$ cat src/rtl/crb_pkg.sv
package crb_pkg;
  typedef logic [63:0] word_t;

  // register indices (shared by both ports after address translation)
  localparam int FAULT_IX = 'h00;
  localparam int FAND_IX  = 'h01;
  localparam int FOR_IX   = 'h02;
  localparam int ACT0_IX  = 'h06;
  localparam int ACT1_IX  = 'h07;
  localparam int BASE_IX  = 'h0A;
  localparam int BASE2_IX = 'h0B;
  localparam int CTL_IX   = 'h0E;
  localparam int SEMR_IX  = 'h0F;
  localparam int CSET_IX  = 'h12;
  localparam int CCLR_IX  = 'h13;
  localparam int DMA_IX   = 'h14;
  localparam int ISTAT_IX = 'h15;
  localparam int CMP_IX   = 'h1B;

  // memory-mapped offset bias onto the index space
  localparam int MM_BIAS  = 'h0A;

  // kept-bit masks
  localparam word_t BASE_KEEP  = 64'h0003_FFFF_FFF0_0001;
  localparam word_t BASE2_KEEP = 64'h0003_FFFF_0000_0000;
  localparam word_t CMP_KEEP   = 64'hFFFF_E00F_0000_0000;
endpackage

$ cat src/rtl/crb_port_map.sv
module crb_port_map #(
  parameter int ADDR_W = 8,
  parameter int IDX_W  = 6,
  parameter int BIAS   = 0
) (
  input  logic [ADDR_W-1:0] addr,
  output logic [IDX_W-1:0]  idx
);
  logic [IDX_W-1:0] word_ix;

  // byte address to word index plus bias; misaligned selects no register
  assign word_ix = IDX_W'(addr[ADDR_W-1:3]) + IDX_W'(BIAS);
  assign idx     = (addr[2:0] == 3'd0) ? word_ix : '1;
endmodule

$ cat src/rtl/crb_regfile.sv
module crb_regfile
  import crb_pkg::*;
#(
  parameter int    IDX_W        = 6,
  parameter int    MMIO_BIT     = 62,
  parameter word_t BASE_DEFAULT = 64'h0
) (
  input  logic             clk,
  input  logic             rst,
  input  logic             wr_en,
  input  logic             wr_mm,
  input  logic [IDX_W-1:0] wr_idx,
  input  word_t            wr_data,
  input  logic             rd_en,
  input  logic [IDX_W-1:0] rd_idx,
  output logic             rd_valid,
  output word_t            rd_data,
  output word_t            base_q,
  output logic             mmio_chg,
  output logic             err_base,
  output logic             err_ro
);
  word_t fault_q, base2_q, ctl_q, semr_q, dma_q, cmp_q;
  word_t act_q [2];
  word_t ctl_nx, rd_word;

  // control/status next value including the set/clear aliases
  always_comb begin
    ctl_nx = ctl_q;
    if (wr_en) begin
      case (wr_idx)
        IDX_W'(CTL_IX):  ctl_nx = wr_data;
        IDX_W'(CSET_IX): ctl_nx = ctl_q | wr_data;
        IDX_W'(CCLR_IX): ctl_nx = ctl_q & ~wr_data;
        default:         ctl_nx = ctl_q;
      endcase
    end
  end

  always_comb begin
    case (rd_idx)
      IDX_W'(FAULT_IX): rd_word = fault_q;
      IDX_W'(ACT0_IX):  rd_word = act_q[0];
      IDX_W'(ACT1_IX):  rd_word = act_q[1];
      IDX_W'(BASE_IX):  rd_word = base_q;
      IDX_W'(BASE2_IX): rd_word = base2_q;
      IDX_W'(CTL_IX):   rd_word = ctl_q;
      IDX_W'(SEMR_IX):  rd_word = semr_q;
      IDX_W'(DMA_IX):   rd_word = dma_q;
      IDX_W'(ISTAT_IX): rd_word = '0;
      IDX_W'(CMP_IX):   rd_word = cmp_q;
      default:          rd_word = '1;
    endcase
  end

  always_ff @(posedge clk) begin
    if (rst) begin
      fault_q  <= '0;
      act_q[0] <= '0;
      act_q[1] <= '0;
      base_q   <= (BASE_DEFAULT & BASE_KEEP) | 64'd1;
      base2_q  <= '0;
      ctl_q    <= '0;
      semr_q   <= '0;
      dma_q    <= '0;
      cmp_q    <= '0;
      rd_valid <= 1'b0;
      rd_data  <= '0;
      mmio_chg <= 1'b0;
      err_base <= 1'b0;
      err_ro   <= 1'b0;
    end else begin
      ctl_q    <= ctl_nx;
      mmio_chg <= ctl_nx[MMIO_BIT] ^ ctl_q[MMIO_BIT];
      err_base <= wr_en && wr_mm && (wr_idx == IDX_W'(BASE_IX));
      err_ro   <= wr_en && (wr_idx == IDX_W'(ISTAT_IX));
      rd_valid <= rd_en;
      if (rd_en) rd_data <= rd_word;
      if (wr_en) begin
        case (wr_idx)
          IDX_W'(FAULT_IX): fault_q  <= wr_data;
          IDX_W'(FAND_IX):  fault_q  <= fault_q & wr_data;
          IDX_W'(FOR_IX):   fault_q  <= fault_q | wr_data;
          IDX_W'(ACT0_IX):  act_q[0] <= wr_data;
          IDX_W'(ACT1_IX):  act_q[1] <= wr_data;
          IDX_W'(BASE_IX):  if (!wr_mm) base_q <= wr_data & BASE_KEEP;
          IDX_W'(BASE2_IX): base2_q  <= wr_data & BASE2_KEEP;
          IDX_W'(SEMR_IX):  semr_q   <= wr_data;
          IDX_W'(DMA_IX):   dma_q    <= wr_data;
          IDX_W'(CMP_IX):   cmp_q    <= wr_data & CMP_KEEP;
          default: ;
        endcase
      end
    end
  end

  // after an OR-alias write every data bit is set in fault
  a_r4_or_alias_sets: assert property (@(posedge clk) disable iff (rst)
    (wr_en && wr_idx == IDX_W'(FOR_IX)) |=> ((fault_q & $past(wr_data)) == $past(wr_data)));

  // after a clear-alias write no data bit remains in control
  a_r5_clr_alias_clears: assert property (@(posedge clk) disable iff (rst)
    (wr_en && wr_idx == IDX_W'(CCLR_IX)) |=> ((ctl_q & $past(wr_data)) == '0));

  // memory-mapped writes never move the base register
  a_r6_mm_base_dropped: assert property (@(posedge clk) disable iff (rst)
    (wr_en && wr_mm && wr_idx == IDX_W'(BASE_IX)) |=> $stable(base_q));

  // a pulse only accompanies a real flip of the MMIO-enable bit
  a_r9_pulse_on_flip: assert property (@(posedge clk) disable iff (rst)
    mmio_chg |-> (ctl_q[MMIO_BIT] != $past(ctl_q[MMIO_BIT])));
endmodule

$ cat src/rtl/ctrl_reg_bank.sv
module ctrl_reg_bank
  import crb_pkg::*;
#(
  parameter int          ADDR_W       = 8,
  parameter int          MMIO_BIT     = 62,
  parameter logic [63:0] BASE_DEFAULT = 64'h0000_0123_4560_0000
) (
  input  logic              clk,
  input  logic              rst,
  input  logic              scan_req,
  input  logic              scan_we,
  input  logic [ADDR_W-1:0] scan_addr,
  input  logic [63:0]       scan_wdata,
  input  logic              mm_req,
  input  logic              mm_we,
  input  logic [ADDR_W-1:0] mm_addr,
  input  logic [63:0]       mm_wdata,
  output logic              rsp_valid,
  output logic [63:0]       rsp_data,
  output logic [63:0]       base_addr,
  output logic              base_en,
  output logic              mmio_chg,
  output logic              err_base_wr,
  output logic              err_ro_wr,
  output logic              err_collide
);
  localparam int IDX_W = ADDR_W - 2;  // one bit of headroom for the bias

  logic [IDX_W-1:0] scan_idx, mm_idx, sel_idx;
  logic             mm_go, sel_we, sel_go;
  word_t            sel_data, base_q;

  crb_port_map #(.ADDR_W(ADDR_W), .IDX_W(IDX_W), .BIAS(0)) i_scan_map (
    .addr(scan_addr), .idx(scan_idx));
  crb_port_map #(.ADDR_W(ADDR_W), .IDX_W(IDX_W), .BIAS(MM_BIAS)) i_mm_map (
    .addr(mm_addr), .idx(mm_idx));

  // fixed priority, the scan port wins a same-cycle clash
  assign mm_go    = mm_req && !scan_req;
  assign sel_go   = scan_req || mm_go;
  assign sel_we   = scan_req ? scan_we : mm_we;
  assign sel_idx  = scan_req ? scan_idx : mm_idx;
  assign sel_data = scan_req ? scan_wdata : mm_wdata;

  crb_regfile #(.IDX_W(IDX_W), .MMIO_BIT(MMIO_BIT), .BASE_DEFAULT(BASE_DEFAULT)) i_regs (
    .clk(clk), .rst(rst),
    .wr_en(sel_go && sel_we), .wr_mm(mm_go), .wr_idx(sel_idx), .wr_data(sel_data),
    .rd_en(sel_go && !sel_we), .rd_idx(sel_idx),
    .rd_valid(rsp_valid), .rd_data(rsp_data),
    .base_q(base_q), .mmio_chg(mmio_chg),
    .err_base(err_base_wr), .err_ro(err_ro_wr));

  always_ff @(posedge clk) begin
    if (rst) err_collide <= 1'b0;
    else     err_collide <= scan_req && mm_req;
  end

  assign base_addr = {base_q[63:1], 1'b0};
  assign base_en   = base_q[0];

  // a response follows exactly one served read
  a_r2_rsp_after_read: assert property (@(posedge clk) disable iff (rst)
    rsp_valid |-> $past((scan_req && !scan_we) || (mm_req && !scan_req && !mm_we)));

  // a clash flag only follows a cycle with both ports requesting
  a_r10_clash_flag: assert property (@(posedge clk) disable iff (rst)
    err_collide |-> $past(scan_req && mm_req));
endmodule

$ cat config.mk
export PLATFORM = sky130hd
export DESIGN_NAME = ctrl_reg_bank
export DESIGN_NICKNAME = d
export VERILOG_FILES = /design/src/rtl/crb_pkg.sv /design/src/rtl/crb_port_map.sv /design/src/rtl/crb_regfile.sv /design/src/rtl/ctrl_reg_bank.sv
export SDC_FILE = /design/constraint.sdc
export NUM_CORES = 1
export LEC_CHECK = 0
export BUFFER_PORTS_ARGS = -buffer_cell sky130_fd_sc_hd__clkbuf_2
export CORE_MARGIN = 1.5
export CORE_UTILIZATION = 45
export DETAILED_ROUTE_END_ITERATION = 16
export PLACE_DENSITY = 0.73
export SYNTH_ARGS = -nofsm -noshare
export SYNTH_HDL_FRONTEND = slang
export SYNTH_SLANG_ARGS = --single-unit
$ cat constraint.sdc
create_clock -name clk -period 11.9 [get_ports clk]
set_clock_uncertainty 0.1 [all_clocks]
set_input_delay 2.38 -clock clk [delete_from_list [all_inputs] [get_ports clk]]
set_output_delay 2.38 -clock clk [all_outputs]
set_load 0.01 [all_outputs]
# ---- After elaboration in Yosys (flattened, before gate mapping)
# Memory sizes are Yosys's and may differ from the RTL's.
# Cells that the tools add are included.
dict set report classes {
  addsub 1
  n_eq_ne 13
  n_mux 21
  bitwise 9
  n_reduce_logical 22
}
# cell count
set op_table {}
lappend op_table {{one-hot mux 64 bit (10 select lines)} 1}
lappend op_table {{one-hot mux 64 bit (3 select lines)} 2}
lappend op_table {{2-to-1 mux 64 bit} 3}
lappend op_table {{AND 64 bit} 2}
lappend op_table {{OR 64 bit} 2}
lappend op_table {{NOT 64 bit} 1}
lappend op_table {{2-to-1 mux 63 bit} 1}
lappend op_table {{== test 6 x 5 -> 1 bit (second input constant)} 5}
lappend op_table {{== test 6 x 4 -> 1 bit (second input constant)} 4}
lappend op_table {{2-to-1 mux 6 bit} 3}
lappend op_table {{== test 6 x 3 -> 1 bit (second input constant)} 2}
lappend op_table {{AND reduction 2 bit} 6}
lappend op_table {{2-to-1 mux 1 bit} 11}
lappend op_table {{logical AND 1 bit} 7}
lappend op_table {{adder 5 x 4 -> 6 bit (second input constant)} 1}
lappend op_table {{== test 6 x 1 -> 1 bit (second input constant)} 1}
lappend op_table {{== test 6 x 2 -> 1 bit (second input constant)} 1}
lappend op_table {{logical NOT 3 bit} 2}
lappend op_table {{logical NOT 6 bit} 1}
lappend op_table {{nonzero test 3 bit} 2}
lappend op_table {{AND reduction 3 bit} 1}
lappend op_table {{logical NOT 1 bit} 2}
lappend op_table {{OR 1 bit} 2}
lappend op_table {{logical OR 1 bit} 1}
lappend op_table {{other kinds (2)} 2}
dict set report word_totals {
  regBits 397
  ramBits 128
  output_inout_bits 134
  wordCells 81
  n_memories 1
}
# name words width read_ports rd_clocked_by_memory_dff write_ports line_no
set mem_list {}
lappend mem_list {i_regs.act_q 2 64 2 0 2 crb_regfile.sv:24} ;# word_t act_q [2];

# ---- Depth between registers and ports, before layout
dict set report logic_depth {
  word_depth 9
  depth_mapped 10
  depth_no_buf 8
}

# ---- By module
# A second synthesis with hierarchy kept.
dict set report hier_totals {
  cells_unflattened 2486
  hier_area_um2 22984.5
}
# module instances cells_per_inst area_per_inst_um2
set by_module_without_submodules {}
lappend by_module_without_submodules {crb_regfile 1 2379 21680.8}
lappend by_module_without_submodules {ctrl_reg_bank 1 88 1156.1}
lappend by_module_without_submodules {{crb_port_map (i_mm_map)} 1 13 102.6}
lappend by_module_without_submodules {{crb_port_map (i_scan_map)} 1 6 45.0}

# ---- Worst setup path before layout
# OpenSTA, ideal clock, no wires.
dict set report synth_timing {
  path_kind {input to register}
  from {input port mm_addr[4]}
  to {memory i_regs.act_q[0][100] (netlist bit) (enable)}
  setup_ns 0.421
  t_arrival_ns 5.462
  slack_ns 5.918
  stages 7
  path_buffers 2
  path_cell_list {ha_1 > nand4b_1 > a211o_1 > a211oi_2 > buf_2 > buf_2 > a21o_1}
}
# element line_no
set synth_lines {}
lappend synth_lines {{from (decl)} ctrl_reg_bank.sv:16} ;# input logic [ADDR_W-1:0] mm_addr,
lappend synth_lines {{to (decl)} crb_regfile.sv:24}

==> reports/summary.txt <==
====================================================================================
Status                                                                  complete, no violations
Vias in the first global route                                                 18200
Internal power consumption                                                   2.91 mW
Maximum buffer depth of the clock tree                                             3
Final setup violation count                                                        0
Cell types occupying the most area after synthesis                      sky130_fd_sc_hd__dfxtp_1 35%, sky130_fd_sc_hd__edfxtp_1 17%, sky130_fd_sc_hd__a211oi_1 6.0%
Maximum fanout along the worst path                                               64
Library cell used as clock root buffer                                  sky130_fd_sc_hd__clkbuf_16
Worst path required time                                                    12000 ps
Yosys Warn Count                                                                   0
Final routed DRC violation total                                                   0
Leakage Power                                                                8.90 nW
Worst-skew pair later-pin latency                                             590 ps
Final Hold Viols                                                                   0
Post-synthesis average cell area                                            9.97 um2
Fin Hold WS                                                                   355 ps
Sequential share of power                                                      0.497
Core Rows                                                                         82
Global-route wire length before repair                                     105000 um
Aggregate global-route resource usage                                          0.262
Fmax                                                                         147 MHz
Largest net degree at the start of global routing                                189
Slew margin rel.                                                               0.230
Dominant cell by count in the synthesized netlist                       sky130_fd_sc_hd__dfxtp_1
Antenna violations before repair                                                   5
Final global-route overflow total                                                  0
Starting density of the core                                                   0.455
Hold Buf Count CTS                                                                 0
Leading post-synthesis cells by instance count                          397 x sky130_fd_sc_hd__dfxtp_1, 304 x sky130_fd_sc_hd__nor2_1, 183 x sky130_fd_sc_hd__a211oi_1
Max-cap check violation count                                                      0
Clock network power share                                                      0.432
PD cells                                                                  148 nW/um2
Cell type with the largest total area after synthesis                   sky130_fd_sc_hd__dfxtp_1
Final critical-path share of the clock period                                  0.571
Worst Max-Slew Pin Slew                                                      1150 ps
Die Outline Area                                                           51800 um2
Sw Pwr                                                                      0.895 mW
Detailed-routing iteration count for the pre-antenna-repair pass                   6
Fraction of synthesized cell area taken by the top area cell type              0.350
Worst setup slack after layout                                               5110 ps
Fraction of final layout cells with drive strength greater than 1              0.186
Number of buffers created by CTS                                                  52
Post-route antenna net violation count                                             0
Predominant post-synthesis flop cell                                    sky130_fd_sc_hd__dfxtp_1
Routed WL per cell                                                           22.3 um
Clock slew seen by the registers of the worst setup and hold paths             60 ps
Unrepaired setup endpoints after global routing                                   no
DP HPWL                                                                     40900 um
Worst-case vdd ir drop                                                      0.118 mV
Worst Path Arrival                                                           6890 ps
Port Buf Inserts                                                                 249
Die width                                                                     228 um
Number of top-level pins                                                         284
Hold Path Class                                                         flop to flop
Area added between synthesis and finish                                        13.5%
TritonCTS clock tree                                                             yes
Netlist cell types                                                                67
Final weighted congestion in routability-driven placement                      0.849
Count of vias placed by the detailed router                                    19100
Area of the core                                                           50000 um2
Count of instances resized after the clock tree is built                           0
Net count reported at finish                                                    2543
First-iteration detailed-routing DRC count                                      1959
Final total negative setup slack                                                0 ps
Post-CTS Setup Repair Bufs                                                         0
Crit Path Class                                                         input pin to flop
Number of synthesized flops with an enable pin                                   128
Kind of end point of the critical path                                          flop
Total routed wirelength                                                     69400 um
Final count of pins violating max slew                                             0
Via/cell ratio                                                                  6.14
Post-placement setup slack                                                   4600 ps
Synthesized area                                                           22700 um2
Clock H-tree levels                                                                2
Fraction of power consumed by combinational cells                              0.071
CTS sink cnt                                                                     525
Final critical path time including I/O delays and setup                      6790 ps
Proportion of synthesized flip-flops having asynchronous set or reset              0
Worst setup SP type                                                        input pin
Share of synthesized area occupied by flip-flops and latches                   0.519
Floorplan die height                                                          228 um
Switching share of power                                                       0.235
Filler cell count in the final layout                                           4450
Number of storage elements in the synthesis netlist                              525
Synthesized instance count                                                      2278
====================================================================================
kinds of logic (layout without fill, tap and decap cells):
logic type / count (synthesis) / in the layout / share of synthesized area
xor gates and xnor gates: 2 / 2 / 0.000771
and+or+nand+nor: 557 / 557 / 0.109
other: 1 / 37 / 0.000165
DFF: 525 / 525 / 0.519
adders and majority gates: 1 / 1 / 0.000551
AOI/OAI and AO/OA: 818 / 818 / 0.258
muxes: 128 / 128 / 0.0599
buffers and inverters: 246 / 370 / 0.0533
cell usage in the layout, fill, tap and decap left out, types with 7 or more instances in the layout:
| master | n |
|---|---|
| sky130_fd_sc_hd__dfxtp_1 | 397 |
| sky130_fd_sc_hd__nor2_1 | 303 |
| sky130_fd_sc_hd__clkbuf_2 | 247 |
| sky130_fd_sc_hd__a211oi_1 | 181 |
| sky130_fd_sc_hd__a21oi_1 | 156 |
| sky130_fd_sc_hd__nand2_1 | 128 |
| sky130_fd_sc_hd__edfxtp_1 | 128 |
| sky130_fd_sc_hd__a22oi_1 | 79 |
| sky130_fd_sc_hd__o21ai_0 | 73 |
| sky130_fd_sc_hd__o22ai_1 | 71 |
| sky130_fd_sc_hd__nand2b_1 | 67 |
| sky130_fd_sc_hd__mux2i_1 | 64 |
| sky130_fd_sc_hd__mux2_2 | 64 |
| sky130_fd_sc_hd__a221oi_1 | 55 |
| sky130_fd_sc_hd__clkbuf_16 | 53 |
| sky130_fd_sc_hd__a22o_1 | 48 |
| sky130_fd_sc_hd__a311oi_1 | 38 |
| sky130_fd_sc_hd__conb_1 | 34 |
| sky130_fd_sc_hd__a222oi_1 | 24 |
| sky130_fd_sc_hd__o21bai_1 | 22 |
| sky130_fd_sc_hd__buf_4 | 21 |
| sky130_fd_sc_hd__and3_1 | 20 |
| sky130_fd_sc_hd__a41oi_1 | 20 |
| sky130_fd_sc_hd__clkbuf_1 | 15 |
| sky130_fd_sc_hd__a211o_1 | 12 |
| sky130_fd_sc_hd__clkbuf_8 | 10 |
| sky130_fd_sc_hd__clkinv_2 | 9 |
| sky130_fd_sc_hd__nor3_1 | 7 |
final timing paths:
kind | slack, ps | cells past startpoint | to | startpoint
worst min register to register | 350 | 2 | i_regs.base2_q[37]$_SDFFE_PP0P_ | i_regs.base2_q[37]$_SDFFE_PP0P_
worst max register to register | 10000 | 4 | i_regs.rd_data[32]$_SDFFE_PP0P_ | i_regs.base_q[32]$_SDFFE_PP1P_
worst max-delay path | 5110 | 7 | i_regs.act_q[0][117]$_DFFE_PP_ | scan_req
worst min-delay path | 350 | 2 | i_regs.base2_q[37]$_SDFFE_PP0P_ | i_regs.base2_q[37]$_SDFFE_PP0P_
metrics by stage:
stage          cell area, um2  total power [mW]  std cells  utilization
4_1_cts                 25800              3.82       3107        0.516
3_3_place_gp            24100              2.19       3010        0.482
3_5_place_dp            24100              2.20       3010        0.482
5_1_grt                 25800              3.91       3109        0.516
2_1_floorplan           22800              2.09       2311            -
6_report                25800              3.80       3110        0.516
layer usage:
layer | global-route usage | vias up | part of all wire
li1 | - | 8785 | -
met1 | 0.349 | 9140 | 0.41
met2 | 0.423 | 1038 | 0.46
met3 | 0.0509 | 132 | 0.10
met4 | 0.0919 | 4 | 0.028
met5 | 0 | - | 0.00033
cell type report:
type,instances,area [um2],share of cell area
flip-flops and latches,525,11800,0.457
multi-input cells,1540,9990,0.387
clock buffers,78,1520,0.0590
well taps,672,841,0.0326
diodes,3,7.51,0.000291
clock inverters,19,189,0.00733
repair buffers,271,1440,0.0558
inverters,2,7.51,0.000291
flip-flops by register name (all words and copies together) (netlist names):
signal           cells
i_regs.cmp_q        23
i_regs.base2_q      18
i_regs.act_q       128
i_regs.ctl_q        64
i_regs.err_ro        1
i_regs.rd_valid      1
err_collide          1
i_regs.base_q       31
i_regs.mmio_chg      1
i_regs.rd_data      64
i_regs.dma_q        64
i_regs.fault_q      64
i_regs.err_base      1
i_regs.semr_q       64
critical path, cell delays in order:
cell and delay, ps:
sky130_fd_sc_hd__buf_6 380, sky130_fd_sc_hd__buf_4 670, sky130_fd_sc_hd__nor4b_2 610, sky130_fd_sc_hd__nand2b_1 460, sky130_fd_sc_hd__a211oi_4 540, sky130_fd_sc_hd__buf_4 750, sky130_fd_sc_hd__a21o_4 950
power by group through the flow:
stage | Clock, mW | Combinational (mW) | Sequential [mW]
5_1_grt | 1.72 | 0.291 | 1.89
6_report | 1.64 | 0.269 | 1.89
4_1_cts | 1.66 | 0.267 | 1.89
3_5_place_dp | 0 | 0.266 | 1.93
2_1_floorplan | 0 | 0.158 | 1.93
3_3_place_gp | 0 | 0.263 | 1.93
Note: power is estimated with default switching activity, not from simulation.
